**config.mk**
```make
export PLATFORM = sky130hd
export DESIGN_NAME = pgm_down_timer
export DESIGN_NICKNAME = d
export VERILOG_FILES = /design/src/rtl/gdt_pkg.sv /design/src/rtl/gdt_tick_sel.sv /design/src/rtl/gdt_regs.sv /design/src/rtl/gdt_counter.sv /design/src/rtl/pgm_down_timer.sv
export SDC_FILE = /design/constraint.sdc
export NUM_CORES = 1
export LEC_CHECK = 0
export ABC_AREA = 1
export CAP_MARGIN = 20
export CORE_MARGIN = 1.5
export CORE_UTILIZATION = 53
export CTS_BUF_LIST = sky130_fd_sc_hd__clkbuf_4 sky130_fd_sc_hd__clkbuf_8
export CTS_CLUSTER_DIAMETER = 150
export DETAILED_ROUTE_END_ITERATION = 12
export PLACE_DENSITY = 0.79
export SYNTH_ARGS = -nofsm -noshare
export SYNTH_HDL_FRONTEND = slang
export SYNTH_HIERARCHICAL = 1
export SYNTH_SLANG_ARGS = --single-unit
```
**constraint.sdc**
```tcl
create_clock -name clk -period 1.4 [get_ports clk]
set_input_delay 0.28 -clock clk [delete_from_list [all_inputs] [get_ports clk]]
set_output_delay 0.28 -clock clk [all_outputs]
set_load 0.005 [all_outputs]
```
**src/rtl/gdt_pkg.sv**
```systemverilog
package gdt_pkg;
   localparam int unsigned BUS_AW     = 2;
   localparam int unsigned BUS_DW     = 8;
   localparam int unsigned BIT_IEN    = 0;
   localparam int unsigned BIT_RUN    = 1;
   localparam int unsigned BIT_MODE   = 2;
   localparam int unsigned BIT_CLKSEL = 4;
   localparam int unsigned BIT_PEND   = 7;

   typedef enum logic [BUS_AW-1:0] {
      REG_CTRL   = 2'd0,
      REG_RLD_LO = 2'd1,
      REG_RLD_HI = 2'd2,
      REG_SPARE  = 2'd3
   } reg_sel_e;

   typedef struct packed {
      logic clk_ext;
      logic retrig;
      logic run;
      logic ien;
   } ctrl_t;
endpackage

```
**src/rtl/gdt_tick_sel.sv**
```systemverilog
module gdt_tick_sel #(
   parameter int unsigned SYNC_STAGES = 2,
   parameter bit          EXT_ENABLE  = 1'b1
) (
   input  logic clk,
   input  logic rst_n,
   input  logic osc_tick,
   input  logic ext_clk_pin,
   input  logic use_ext,
   output logic tick
);
   localparam int unsigned MSB = SYNC_STAGES - 1;

   if (SYNC_STAGES < 2) begin : g_bad_sync
      $error("SYNC_STAGES must be at least 2");
   end

   logic ext_edge;

   if (EXT_ENABLE) begin : g_ext
      logic [MSB:0] sync_q;
      logic         last_q;
      always_ff @(posedge clk or negedge rst_n) begin
         if (!rst_n) begin
            sync_q <= '0;
            last_q <= 1'b0;
         end else begin
            sync_q <= {sync_q[MSB-1:0], ext_clk_pin};
            last_q <= sync_q[MSB];
         end
      end
      assign ext_edge = sync_q[MSB] & ~last_q;

      AST_EXT_EDGE_SINGLE: assert property (@(posedge clk) disable iff (!rst_n)
         ext_edge |=> !ext_edge);
   end else begin : g_no_ext
      assign ext_edge = 1'b0;
   end

   assign tick = use_ext ? ext_edge : osc_tick;
endmodule

```
**src/rtl/gdt_regs.sv**
```systemverilog
module gdt_regs
   import gdt_pkg::*;
#(
   parameter int unsigned CNT_W = 16
) (
   input  logic                clk,
   input  logic                rst_n,
   input  logic                wr_en,
   input  logic                rd_en,
   input  logic [BUS_AW-1:0]   addr,
   input  logic [BUS_DW-1:0]   wdata,
   input  logic                pending,
   input  logic                oneshot_done,
   output logic [BUS_DW-1:0]   rdata,
   output ctrl_t               ctrl,
   output logic                start_pulse,
   output logic                ctrl_ack,
   output logic [CNT_W-1:0]    reload
);
   localparam int unsigned HI_W = CNT_W - BUS_DW;

   ctrl_t              ctrl_q;
   logic [BUS_DW-1:0]  lo_q;
   logic [HI_W-1:0]    hi_q;
   logic               ctrl_wr;

   assign ctrl_wr     = wr_en && (addr == REG_CTRL);
   assign start_pulse = ctrl_wr && wdata[BIT_RUN] && !ctrl_q.run;
   assign ctrl_ack    = rd_en && (addr == REG_CTRL);

   always_ff @(posedge clk or negedge rst_n) begin
      if (!rst_n) begin
         ctrl_q <= '0;
      end else if (ctrl_wr) begin
         ctrl_q.clk_ext <= wdata[BIT_CLKSEL];
         ctrl_q.retrig  <= wdata[BIT_MODE];
         ctrl_q.run     <= wdata[BIT_RUN];
         ctrl_q.ien     <= wdata[BIT_IEN];
      end else if (oneshot_done) begin
         ctrl_q.run <= 1'b0;
      end
   end

   always_ff @(posedge clk or negedge rst_n) begin
      if (!rst_n) begin
         lo_q <= '0;
         hi_q <= '0;
      end else if (wr_en) begin
         if (addr == REG_RLD_LO) lo_q <= wdata;
         if (addr == REG_RLD_HI) hi_q <= wdata[HI_W-1:0];
      end
   end

   always_comb begin
      rdata = '0;
      unique case (reg_sel_e'(addr))
         REG_CTRL: begin
            rdata[BIT_PEND]   = pending;
            rdata[BIT_CLKSEL] = ctrl_q.clk_ext;
            rdata[BIT_MODE]   = ctrl_q.retrig;
            rdata[BIT_RUN]    = ctrl_q.run;
            rdata[BIT_IEN]    = ctrl_q.ien;
         end
         REG_RLD_LO: rdata = lo_q;
         REG_RLD_HI: rdata[HI_W-1:0] = hi_q;
         default:    rdata = '0;
      endcase
   end

   assign ctrl   = ctrl_q;
   assign reload = {hi_q, lo_q};

   AST_SINGLE_STOPS: assert property (@(posedge clk) disable iff (!rst_n)
      (oneshot_done && !ctrl_wr) |=> !ctrl_q.run);
endmodule

```
**src/rtl/gdt_counter.sv**
```systemverilog
module gdt_counter #(
   parameter int unsigned CNT_W = 16
) (
   input  logic             clk,
   input  logic             rst_n,
   input  logic             tick,
   input  logic             run,
   input  logic             retrig,
   input  logic             ien,
   input  logic             load,
   input  logic [CNT_W-1:0] reload,
   input  logic             irq_ack,
   output logic             timeout_q,
   output logic             oneshot_done,
   output logic             pending_q
);
   localparam logic [CNT_W-1:0] LAST = CNT_W'(1);

   logic [CNT_W-1:0] count_q;
   logic             expire;

   assign expire       = tick && run && (count_q == LAST);
   assign oneshot_done = expire && !retrig;

   always_ff @(posedge clk or negedge rst_n) begin
      if (!rst_n) begin
         count_q <= '0;
      end else if (load) begin
         count_q <= reload;
      end else if (tick && run) begin
         count_q <= expire ? reload : count_q - LAST;
      end
   end

   always_ff @(posedge clk or negedge rst_n) begin
      if (!rst_n) begin
         timeout_q <= 1'b0;
         pending_q <= 1'b0;
      end else begin
         timeout_q <= expire;
         if (expire && ien)  pending_q <= 1'b1;
         else if (irq_ack)   pending_q <= 1'b0;
      end
   end

   AST_PEND_NEEDS_EN: assert property (@(posedge clk) disable iff (!rst_n)
      $rose(pending_q) |-> $past(ien));
   AST_ACK_CLEARS: assert property (@(posedge clk) disable iff (!rst_n)
      ($past(irq_ack) && !$past(expire)) |-> !pending_q);
   AST_PULSE_FROM_TICK: assert property (@(posedge clk) disable iff (!rst_n)
      timeout_q |-> $past(tick && run));
   AST_IDLE_HOLD: assert property (@(posedge clk) disable iff (!rst_n)
      ($past(!run) && !$past(load)) |-> $stable(count_q));
endmodule

```
**src/rtl/pgm_down_timer.sv**
```systemverilog
module pgm_down_timer
   import gdt_pkg::*;
#(
   parameter int unsigned CNT_W       = 16,
   parameter int unsigned SYNC_STAGES = 2,
   parameter bit          EXT_ENABLE  = 1'b1
) (
   input  logic              clk,
   input  logic              rst_n,
   input  logic              bus_wr,
   input  logic              bus_rd,
   input  logic [BUS_AW-1:0] bus_addr,
   input  logic [BUS_DW-1:0] bus_wdata,
   output logic [BUS_DW-1:0] bus_rdata,
   input  logic              osc_tick,
   input  logic              ext_clk_pin,
   input  logic              gpio0_route,
   input  logic              gpio0_level,
   output logic              irq,
   output logic              timeout_pulse,
   output logic              gpio0_out
);
   if (CNT_W < BUS_DW + 1 || CNT_W > 2 * BUS_DW) begin : g_bad_width
      $error("CNT_W must lie between 9 and 16");
   end

   ctrl_t            ctrl;
   logic             tick;
   logic             start_pulse;
   logic             ctrl_ack;
   logic             oneshot_done;
   logic             pending;
   logic [CNT_W-1:0] reload;

   gdt_tick_sel #(.SYNC_STAGES(SYNC_STAGES), .EXT_ENABLE(EXT_ENABLE)) u_tick (
      .clk(clk), .rst_n(rst_n), .osc_tick(osc_tick), .ext_clk_pin(ext_clk_pin),
      .use_ext(ctrl.clk_ext), .tick(tick)
   );

   gdt_regs #(.CNT_W(CNT_W)) u_regs (
      .clk(clk), .rst_n(rst_n), .wr_en(bus_wr), .rd_en(bus_rd), .addr(bus_addr),
      .wdata(bus_wdata), .pending(pending), .oneshot_done(oneshot_done),
      .rdata(bus_rdata), .ctrl(ctrl), .start_pulse(start_pulse),
      .ctrl_ack(ctrl_ack), .reload(reload)
   );

   gdt_counter #(.CNT_W(CNT_W)) u_cnt (
      .clk(clk), .rst_n(rst_n), .tick(tick), .run(ctrl.run), .retrig(ctrl.retrig),
      .ien(ctrl.ien), .load(start_pulse), .reload(reload), .irq_ack(ctrl_ack),
      .timeout_q(timeout_pulse), .oneshot_done(oneshot_done), .pending_q(pending)
   );

   assign irq       = pending & ctrl.ien;
   assign gpio0_out = gpio0_route ? timeout_pulse : gpio0_level;

   AST_IRQ_NEEDS_PEND: assert property (@(posedge clk) disable iff (!rst_n)
      irq |-> bus_rdata[BIT_PEND] || (bus_addr != REG_CTRL));
endmodule

```
==> Yosys cells after proc, flatten, opt, wreduce, memory -nomap -nowiden <==
Index checks and enable logic that the tools add are counted.
{ "op_classes": {"add_sub_neg": 1, "eq_ne": 3, "n_mux": 14, "bitwise": 3, "n_reduce_logical": 16} }
{ "op_table": {"columns": ["cell", "n"], "rows": [
  ["2-to-1 mux 16 bit", 3],
  ["equality test 16 x 1 -> 1 bit (second input constant)", 1],
  ["subtractor 16 x 1 -> 16 bit (second input constant)", 1],
  ["case mux 3 bit (3 select lines)", 1],
  ["logical AND 1 bit", 8],
  ["2-to-1 mux 1 bit", 6],
  ["case mux 1 bit (3 select lines)", 2],
  ["nonzero test 2 bit", 3],
  ["case mux 2 bit (2 select lines)", 1],
  ["AND reduction 2 bit", 2],
  ["AND 1 bit", 2],
  ["equality test 2 x 1 -> 1 bit (second input constant)", 1],
  ["equality test 2 bit (second input constant)", 1],
  ["zero test 1 bit", 2],
  ["zero test 2 bit", 1],
  ["case mux 1 bit (2 select lines)", 1],
  ["inverter 1 bit", 1]
]} }
{ "word_totals": {"regBits": 41, "in_bits": 18, "output_inout_bits": 11, "elab_cells": 48} }

==> Depth between registers and ports, before layout <==
Gate-level depths: netlist of run 1.
{ "depth": {"ltp_word": 8, "depth_mapped": 13} }

==> Hierarchy <==
Netlist of run 1, hierarchy kept.
{ "modules_own_cells": {"columns": ["mod", "n_inst", "cells_per_inst", "area_each_um2"], "rows": [
  ["gdt_counter", 1, 227, 1420.1],
  ["gdt_regs", 1, 125, 1064.8],
  ["gdt_tick_sel", 1, 8, 95.1],
  ["pgm_down_timer", 1, 6, 22.5]
]} }

==> Worst setup path after synthesis of run 1 <==
No wires, ideal clock.
{ "synth_timing": {"path_type": "input -> register", "startpoint": "input port bus_addr[0]", "endpoint": "register u_cnt.count_q[13]", "setup_ns": 0.075, "t_arrival_ns": 1.531, "required_time_ns": 1.325, "setup_slack_ns": -0.206, "stages": 9, "n_path_buf": 1, "cell_sequence": "inv_1 -> ha_1 -> nand2_2 -> nor3_1 -> nor2_1 -> inv_1 -> clkbuf_1 -> nand2_1 -> o21bai_2"} }
{ "synth_between": {"elab_chain_cells": 5} }
{ "synth_lines": {"columns": ["element", "line_no", "rtl"], "rows": [
  ["from (decl)", "pgm_down_timer.sv:12", "input logic [BUS_AW-1:0] bus_addr,"],
  ["zero test 2 bit (*)", "gdt_regs.sv:27", "assign ctrl_wr = wr_en && (addr == REG_CTRL);"],
  ["logical AND 1 bit (*)", "gdt_regs.sv:27", null],
  ["logical AND 1 bit (*) (2 in a row)", "gdt_regs.sv:28", "assign start_pulse = ctrl_wr && wdata[BIT_RUN] && !ctrl_q.run;"],
  ["net start_pulse", "pgm_down_timer.sv:29", "logic start_pulse;"],
  ["2-to-1 mux 16 bit or nonzero test 2 bit (tied branches)", null, null],
  ["to (signal assigned)", "gdt_counter.sv:29", "count_q <= reload;"],
  ["to (signal assigned)", "gdt_counter.sv:31", "count_q <= expire ? reload : count_q - LAST;"],
  ["to (decl)", "gdt_counter.sv:19", "logic [CNT_W-1:0] count_q;"]
]} }
The timed path passes the listed nets; every way through them passes the cells marked *.
A chain may end at the register's enable or synchronous reset.

==> Final worst setup path of run 1 <==
{ "layout_timing": {"startpoint": "input port bus_wdata[1]", "endpoint": "register u_cnt.count_q[6]"} }
{ "layout_between": {"elab_chain_cells": 3} }
{ "layout_lines": {"columns": ["element", "line_no", "rtl"], "rows": [
  ["from (decl)", "pgm_down_timer.sv:13", "input logic [BUS_DW-1:0] bus_wdata,"],
  ["logical AND 1 bit (*) (2 in a row)", "gdt_regs.sv:28", null],
  ["net start_pulse", "pgm_down_timer.sv:29", null],
  ["2-to-1 mux 16 bit or nonzero test 2 bit (tied branches)", null, null]
]} }
Marked as above.

==> results, run 1 <==
- The actual slew at the worst max-slew pin is 0.545 ns.
- The floorplan step defined a die boundary enclosing 5340 µm².
- The count of nets left with antenna violations after detail routing is 0.
- On the final layout, the worst clock skew is 0.00516 ns.
- Across the whole layout, storage elements account for 1030 µm².
- The worst-case register-to-register setup slack is -0.23 ns.
- The number of CTS-inserted buffers is 5.
- The cell count after synthesis came out at 366.
- Dividing the detail-routed via count by the number of cells gives 5.55.
- The first global-routing pass estimated 12600 µm of wire.
- The peak supply drop is 818 µV.
- Clock-pin slew was measured on the worst setup and hold paths at 0.09 ns.
- The tool flagged a number of max-cap violations equal to 0.
- After synthesis, the share of cell area in mux cells is 0.
- The top cell type's share of synthesized area is 0.394.
- The number of enable-type register cells in the synthesized netlist is 0.
- The checks that failed: negative setup slack.
- Leaving out fill and tap cells, the most frequent cell in the layout is sky130_fd_sc_hd__nand2_1.
- The run finished, with violations left.
- The fraction of final layout cells sized beyond drive strength 1 is 0.396.
- The via count is 2992.
- The worst setup path is launched from an input pin.
- In this run the count of I/O pins placed on the die edge is 29.
- The minimum hold slack is approximately 0.36 ns.
- In this run the worst hold path is classified as reg2reg.
- Entering global routing, the biggest net connects 23 pins.
- The total half-perimeter wirelength after legalization and detailed placement is 5210 µm.
- The signed area change from the synthesized netlist to the final layout is 51.2%.
- Of the available clock period, the critical path in the final layout requires 1.19.
- The critical path in this run is classified as in2reg.
- For the worst setup path, the data required time is 1.65 ns.
- The via count of the first global-routing pass is 2762.
- The register bit total from synthesis is 41.
- From left edge to right edge, the die measures around 73 µm.
- For this run, the total global-route usage over all layers was measured as 0.311.
- After floorplanning, the core was divided into 25 placement rows.
- STA classifies the critical path endpoint as a flop.
- The worst pin sits at a relative slew slack of 0.637.
- The global route total overflow is 0.
- For this run, asynchronously set or reset flops after synthesis account for 1.00.
- The stage delay of the slowest cell on the critical path is 0.48 ns.
- Counting instances, the worst hold path has a depth of 0.
- Dividing the detail-routed wire length by the instance count gives 17.6 µm.
- In the post-synthesis netlist, the biggest area contributors are sky130_fd_sc_hd__dfrtp_1, sky130_fd_sc_hd__nand2_1, sky130_fd_sc_hd__inv_1.
- The critical path startpoint is bus_wdata[1].
- The endpoint with the worst hold slack is u_tick/g_ext.sync_q[1]$_DFF_PN0_.
- The area of the multi-input gates is 1570 µm².
- The clock root buffer is sky130_fd_sc_hd__clkbuf_8.
- For this run, the number of Yosys warnings is 6.
- The launching point of the worst reg2reg path is u_regs/ctrl[1]$_DFFE_PN0P_.
- TritonCTS built the clock tree.
- The clock network latency to the later pin of the worst-skew pair is 0.31 ns.
- The number of detailed-routing iterations run before antenna repair is 6.
- Of the synthesized area, sequential elements account for 0.394.
- The initial antenna violation count is 0.
- In this run, the number of DRC markers left after iteration 0 of detailed routing was between 200 and 300.
- Setup repair after global routing could not meet its margin everywhere.
- Setup violations remaining at the end of the flow were counted as 26.
- The final count of hold timing violations is 0.
- Once routing completed, OpenROAD measured the worst setup slack at -0.271 ns.
- The most used flip-flop cell after synthesis is sky130_fd_sc_hd__dfrtp_1.
- The wire length reported by the detailed router is about 9500 µm.
- The number of nets in the synthesized netlist is 390.
- Traced cell by cell, the critical path runs through clkdlybuf4s50_1, inv_1, nor3_4, clkinvlp_4, buf_4, buf_4, nand3_1, nand3_1, nand2_1.
- The logic depth of the worst register-to-register path is 7.
- The quantity of I/O buffers inserted on ports is 28.
- The maximum clock insertion buffer count is 2.
- The die height is roughly 73 µm.
- The launch instance of the worst min-delay path is u_tick/g_ext.sync_q[0]$_DFF_PN0_.
- The final routed DRC violation total is 0.
- Counting the fill cells in the layout gives 246.
- The final RePlAce weighted congestion is a little under 0.9.
- The core outline area is 4720 µm².
- The area share of fa/ha/maj cells after synthesis is 0.0288.
- By area, the combinational part of the netlist is dominated by simple AND/OR/NAND/NOR gates.
- The final standard cell utilization of the core is 0.833.
- The highest achievable clock rate is 598 MHz.
- In the layout the commonest cells are sky130_fd_sc_hd__nand2_1, sky130_fd_sc_hd__buf_4, sky130_fd_sc_hd__inv_1.
- The critical path's slowest cell is sky130_fd_sc_hd__clkdlybuf4s50_1.
- The number of nets at the end of the flow is between 400 and 500.
- The number of distinct standard cells referenced by the synthesized netlist is 27.
- In this run the static leakage power is 2.14 nW.
- For this configuration, the core starts out at a cell density of 0.551.
- The fraction of synthesized cell area in xor and xnor cells is 0.00673.
- The endpoint of the lowest-slack register-to-register path is u_cnt/count_q[6]$_DFFE_PN0P_.
- The total clock sinks is 41.
- The cell area that synthesis handed to floorplanning was 2600 µm².
- Adding up every negative setup slack in the final design gives -4.30 ns.
- The mean post-synth cell area is 7.11 µm².
- The compound-cell area share of the yosys netlist is 0.0937.
- In this run the number of H-tree levels came out at 2.
- The signal arrival time at the worst endpoint is 1.92 ns.
- The repair_antennas step left the layout with diodes totalling 0.
- The final critical path time including I/O delays and setup is 1.67 ns.
- Of all nets on the critical path, the largest fanout is 10.
- The total power density per cell area is 1470 nW/µm².
- Of all cell types, the one taking the most synthesized area is sky130_fd_sc_hd__dfrtp_1.
- Of the total synthesized cell area, the portion taken by AND, OR, NAND and NOR gates is 0.357.
- The number of pins with negative max-slew slack in the final report was 0.
==> flip-flops by register name, indices dropped and copies added (netlist names) <==
register / cells
u_tick/g_ext.last_q: 1
u_regs/hi_q: 8
u_cnt/count_q: 16
u_tick/g_ext.sync_q: 2
u_regs/ctrl: 4
u_cnt/timeout_q: 1
u_regs/lo_q: 8
u_cnt/pending_q: 1
==> Yosys cell counts, types with 2 or more instances <==
cell	n
sky130_fd_sc_hd__a21oi_1	3
sky130_fd_sc_hd__buf_1	2
sky130_fd_sc_hd__buf_2	2
sky130_fd_sc_hd__buf_6	5
sky130_fd_sc_hd__clkbuf_1	2
sky130_fd_sc_hd__dfrtp_1	41
sky130_fd_sc_hd__ha_1	6
sky130_fd_sc_hd__inv_1	59
sky130_fd_sc_hd__inv_2	2
sky130_fd_sc_hd__nand2_1	132
sky130_fd_sc_hd__nand2_2	2
sky130_fd_sc_hd__nand2_4	3
sky130_fd_sc_hd__nand3_1	38
sky130_fd_sc_hd__nand4_1	5
sky130_fd_sc_hd__nor2_1	21
sky130_fd_sc_hd__nor2_2	3
sky130_fd_sc_hd__nor2_4	3
sky130_fd_sc_hd__nor3_1	2
sky130_fd_sc_hd__o21ai_0	6
sky130_fd_sc_hd__o21ai_1	5
sky130_fd_sc_hd__o21ai_2	16
sky130_fd_sc_hd__o21bai_1	3
==> logic make-up after synthesis <==
| group | Yosys count |
|---|---|
| AND/OR/NAND/NOR | 211 |
| AO/OA/AOI/OAI | 34 |
| XOR/XNOR | 2 |
| adder cells (fa/ha/maj) | 6 |
| buffers and inverters | 72 |
| flip-flops | 41 |
==> cell type report <==
cell class | instances | share of cell area
multi-input cells | 256 | 0.399
inverters | 61 | 0.0630
clock buffers | 5 | 0.0175
clock inverters | 3 | 0.0118
well taps | 67 | 0.0213
flip-flops and latches | 41 | 0.261
repair buffers | 106 | 0.227
==> critical path: cells and delay by family <==
kind                   cells  cell delay (ns)
buffers and inverters      5             1.07
AND/OR/NAND/NOR            4             0.58
==> worst max-delay path by stage <==
stage                                          to  slack (ns)  cells after the start
finish               u_cnt/count_q[6]$_DFFE_PN0P_       -0.27                      9
global route          u_cnt/pending_q$_DFFE_PN0P_       -0.34                     13
CTS                    u_regs/ctrl[1]$_DFFE_PN0P_       -0.19                     12
detailed placement                   bus_rdata[1]       -0.94                      8
global placement                     bus_rdata[1]       -0.84                      8
floorplan           u_cnt/count_q[14]$_DFFE_PN0P_        0.02                      9
==> layer usage <==
metal | track usage | vias to the layer above | routed length (µm)
met3 | 0.0525 | 55 | 592
met4 | 0.149 | 0 | 585
met2 | 0.555 | 180 | 4880
met1 | 0.360 | 1418 | 3420
met5 | 0 | - | 0
li1 | - | 1339 | -
==> stage by stage <==
stage	power, mW	worst slack [ns]	instance area (µm²)	std cells
after floorplan	3.17	0.0155	2630	366
after global placement	4.27	-0.838	3350	508
after detailed placement	4.36	-0.940	3350	508
after CTS	5.43	-0.190	3660	530
after global routing	6.11	-0.342	3940	539
final	5.78	-0.271	3940	539
==> power by group <==
group	internal (mW)	total (mW)	switching, mW	leakage, nW
clock network	0.534	1.02	0.483	0.0543
registers	1.49	1.74	0.253	0.514
logic	1.36	3.02	1.66	1.57
==> what timing repair did <==
| action | CTS | global route |
|---|---|---|
| pin swaps | 12 | 18 |
| cloned | 1 | 2 |
| setup endpoints to repair | 37 | 28 |
| hold endpoints to repair | 20 | 0 |
| hold buffers | 1 | 0 |
| buffers inserted | 12 | 7 |
| gates resized for setup | 73 | 63 |
Power figures use the tool's default switching activity.
==> run 2: changes to the inputs <==
ABC_AREA = unset   (was 1)
CORE_UTILIZATION = 52   (was 53)
==> run 2 against run 1 <==
Compared with the run above:
- largest cell class unchanged
- fmax is 29% lower
- critical endpoint is now u_cnt/count_q[12]$_DFFE_PN0P_
- clock-buffer cell count is 2 higher
- critical path depth shrank 1
- clock power decreased by 13%
- setup slack lost 0.68 ns
- the flow still finishes with violations (negative setup slack)
- synthesized cell count shrank 40%
- non-clock buffer count increased by 28
==> results, run 2 <==
- The run finished, with violations left.
- The final reports fail on negative setup slack.
- In the layout the commonest cells are sky130_fd_sc_hd__buf_4, sky130_fd_sc_hd__dfrtp_1, sky130_fd_sc_hd__buf_6.
- Measured against its own limit, the worst slew margin works out to 0.714.
- The first global-routing pass estimated ~13000 µm of wire.
- The via count of the first global-routing pass was 2512.
- Using the TritonRoute via totals, the vias-per-cell ratio works out to around 7.0.
- TritonCTS built the clock tree.
- The post-synthesis cell count is 220.
- The ratio of final minimum period to clock period is 1.68.
- The effective utilization at floorplan is 0.554.
- The highest achievable clock rate is roughly 420 MHz.
- The fill cell instance count of the final layout is between 100 and 150.
- The final critical-path setup slack is -0.954 ns.
- The worst setup path is captured at a flop.
- The sequential area share after synthesis is 0.453.
- The number of distinct standard cells referenced by the synthesized netlist is 50.
- Summing every instance area after synthesis gives 2260 µm².
- The largest registers in the layout are u_cnt/count_q: 16 flops, u_regs/hi_q: 8 flops, u_regs/lo_q: 8 flops.
- Clock tree synthesis found a total of about 40 sinks.
- The total power density per cell area is 1210 nW/µm².
- By count the netlist is led by sky130_fd_sc_hd__dfrtp_1, sky130_fd_sc_hd__mux2_2, sky130_fd_sc_hd__nand2_1.
- After detailed routing, the average wire length per cell comes to 26.4 µm.
- The endpoint identified for the worst register-to-register timing path is u_cnt/count_q[14]$_DFFE_PN0P_.
- The die covers 4760 µm².
- The worst setup path is launched from an input pin.
- The largest register by flop count is u_cnt/count_q.
- The register with the most flip-flops in the layout has 16 of them.
- The final setup violation count is 27.
- The area of the multi-input gates is 1450 µm².
- Counting the buffers created by CTS gives 5.
- The worst-case clock skew is roughly 0.006 ns.
- The clock root buffer is sky130_fd_sc_hd__clkbuf_8.
- For this run, design rule violations remaining after detail routing come to 0.
- For this run the aggregate overflow at the end of global routing stands at 0.
- The startpoint-to-endpoint class of the critical path is in2reg.
- The min-delay analysis places its worst path in the category reg2reg.
- The mean post-synth cell area is 10.3 µm².
- The number of nets in the synthesized netlist is 244.
- In this run the tool buffered the top-level ports with 28 buffer cells.
- Setup repair after global routing could not meet its margin everywhere.
- The number of nets at the end of the flow is around 380.
- Summed over all nets, the half-perimeter wirelength after detailed placement is 5230 µm.
- The endpoint with the worst hold slack is u_tick/g_ext.sync_q[1]$_DFF_PN0_.
- The I/O pin count is 29.
- For this block, the routed nets add up to 10700 µm of wire.
- The final sum of negative setup slack is -16.72 ns.
- The top cell type's share of synthesized area is 0.453.
- The logic depth of the worst register-to-register path is 7.
- After clock tree synthesis, the clock-pin slew on the worst setup and hold paths is 0.08 ns.
- The worst-case register-to-register setup slack is -0.91 ns.
- The count of cells along the worst hold path is 0.
- The signal arrival time at the worst endpoint is 2.54 ns.
- The initial antenna violation count is 1.
- The launch instance of the worst min-delay path is u_tick/g_ext.sync_q[0]$_DFF_PN0_.
- The number of pins with negative max-slew slack in the final report came to 0.
- Summed over all instances, the cell type with the most area after synthesis is sky130_fd_sc_hd__dfrtp_1.
- The dominant cell by count in the synthesized netlist is sky130_fd_sc_hd__dfrtp_1.
- The maximum clock insertion buffer count is 2.
- Yosys mapped a number of flops with a built-in enable equal to 0.
- Grouping stages by cell kind, the critical path spends the most delay in compound AO/OA/AOI/OAI gates.
- The stage delay of the slowest cell on the critical path is 0.48 ns.
- The clock reaches the later pin of the worst-skew pair after 0.30 ns.
- From bottom edge to top edge, the die measures approximately 70 µm.
- The count of buffer and inverter cells on the critical path is 2.
- After floorplanning, the core was divided into 23 placement rows.
- In this run, synthesis produced a sequential element count of 41.
- Entering global routing, the biggest net connects 27 pins.
- The H-tree was split into 2 levels.
- The count of nets left with antenna violations once routing finished came out at 0.
- Measured along the x axis, the die boundary spans 69.0 µm.
- By area the synthesized netlist is led by sky130_fd_sc_hd__dfrtp_1, sky130_fd_sc_hd__mux2_2, sky130_fd_sc_hd__ha_1.
- OpenSTA, run right after detailed placement, puts the worst setup slack at -1.05 ns.
- The area taken by flip-flops and latches is 1030 µm².
- In this run, the number of DRC markers left after iteration 0 of detailed routing was 514.
- The total global-route track usage is 0.389.
- The number of maximum-capacitance constraint violations is 0.
- At the end of routability-driven placement, the weighted congestion stood at 1.02.
- The required time of the worst setup path is 1.59 ns.
- The final critical path time including I/O delays and setup is between 2 and 2.5 ns.
- Leaving out fill and tap cells, the most frequent cell in the layout is sky130_fd_sc_hd__buf_4.
- The most used flip-flop cell after synthesis is sky130_fd_sc_hd__dfrtp_1.
- The slowest stage of the critical path is the sky130_fd_sc_hd__clkdlybuf4s50_1 cell.
- The first TritonRoute pass finished after 5 iterations.
- The number of inserted diodes is 0.
- The most critical setup path has its startpoint at osc_tick.
- The signed area change from the synthesized netlist to the final layout is 68.0%.
- After synthesis, the share of flip-flops with an asynchronous set or reset is 1.00.
- VDD sags by at most 952 µV.
- Summing over every cut layer, the via total after detailed routing is 2854.
- The final count of hold timing violations is 0.
- In the final layout, the share of cells above drive strength 1 is 0.586.
- Along the worst path, the maximum fanout reaches 5.
- Yosys printed 6 warnings.
- At the pin with the least slew margin, the transition time is between 0.4 and 0.5 ns.
- The worst register-to-register path begins at u_cnt/count_q[0]$_DFFE_PN0P_.
- The core outline area is roughly 4100 µm².
- The leakage dissipation is between 1.5 and 2 nW.
- The signal on the critical path passes through clkdlybuf4s50_1, inv_1, o21ai_1, and2_1, nand4_1, o21ai_4, o21ai_2, a221o_1.
## run 2: cell types whose count changed after synthesis, moves of 5 or more
cell and change:
sky130_fd_sc_hd__o21ai_2 -14, sky130_fd_sc_hd__nand2_1 -116, sky130_fd_sc_hd__nor3_1 +6, sky130_fd_sc_hd__nor2b_1 +5, sky130_fd_sc_hd__a22oi_1 +5, sky130_fd_sc_hd__nor2_1 -10
sky130_fd_sc_hd__nand3_1 -24, sky130_fd_sc_hd__a222oi_1 +5, sky130_fd_sc_hd__inv_1 -50, sky130_fd_sc_hd__mux2_2 +20
## run 2: kinds of logic (layout without fill, tap and decap cells)
kind of cell	count (synthesis)	count (layout)	synth area share
AO/OA/AOI/OAI	44	44	0.143
adder cells (fa/ha/maj)	6	6	0.0331
buffers and inverters	17	152	0.0354
flip-flops	41	41	0.453
multiplexers	24	24	0.119
AND/OR/NAND/NOR	88	88	0.217
## run 2: worst reg2reg max path: stages, from the launching register on
cell	delay (ns)
sky130_fd_sc_hd__dfrtp_1	0.42
sky130_fd_sc_hd__inv_2	0.11
sky130_fd_sc_hd__ha_4	0.17
sky130_fd_sc_hd__or3b_4	0.40
sky130_fd_sc_hd__or4_4	0.48
sky130_fd_sc_hd__nor4_4	0.30
sky130_fd_sc_hd__mux2i_1	0.25
sky130_fd_sc_hd__o21ai_1	0.08
## run 2: metrics by stage
step	std cells	hold slack, ns	total power [mW]	utilization	area (µm²)
CTS	395	0.374	4.03	0.871	3560
detailed placement	375	0.230	3.06	0.790	3230
global route	405	0.375	4.66	0.931	3800
floorplan	220	-0.0156	2.21	-	2290
finish	405	0.376	4.59	0.931	3800
global placement	375	0.224	3.00	0.790	3230
## run 2: what timing repair did
item                                    in CTS  in global routing
hold buffers                                 1                  0
hold endpoints to repair                    15                  0
resized for setup                          104                 43
endpoints found under the setup margin      49                 27
buffers inserted                            12                 12
pin swaps                                   23                 20
## run 2: cell type report
| cell class | count | area share |
|---|---|---|
| clock buffer | 7 | 0.0253 |
| multi-input combinational | 162 | 0.382 |
| timing repair buffer | 134 | 0.293 |
| inverter | 10 | 0.0125 |
| tap | 50 | 0.0164 |
| sequential | 41 | 0.270 |
| clock inverter | 1 | 0.00132 |
## run 2: metal layers
layer / up-vias / wire [µm] / global-route usage
li1: 1093 / - / -
met1: 1338 / 3630 / 0.488
met2: 303 / 4920 / 0.653
met3: 118 / 1220 / 0.0731
met4: 2 / 926 / 0.174
met5: - / 13 / 0
## run 2: worst max-delay path by stage
stage / endpoint / slack, ns / depth (start not counted)
detailed placement: bus_rdata[4] / -1.05 / 6
global placement: bus_rdata[1] / -0.93 / 6
global route: u_cnt/count_q[12]$_DFFE_PN0P_ / -1.02 / 8
floorplan: u_cnt/count_q[8]$_DFFE_PN0P_ / -0.71 / 5
finish: u_cnt/count_q[12]$_DFFE_PN0P_ / -0.95 / 8
CTS: u_cnt/count_q[12]$_DFFE_PN0P_ / -0.74 / 7
## run 2: report_power, final
part,switching [mW],internal (mW)
clock,0.445,0.447
sequential,0.223,1.43
combinational,1.03,1.01
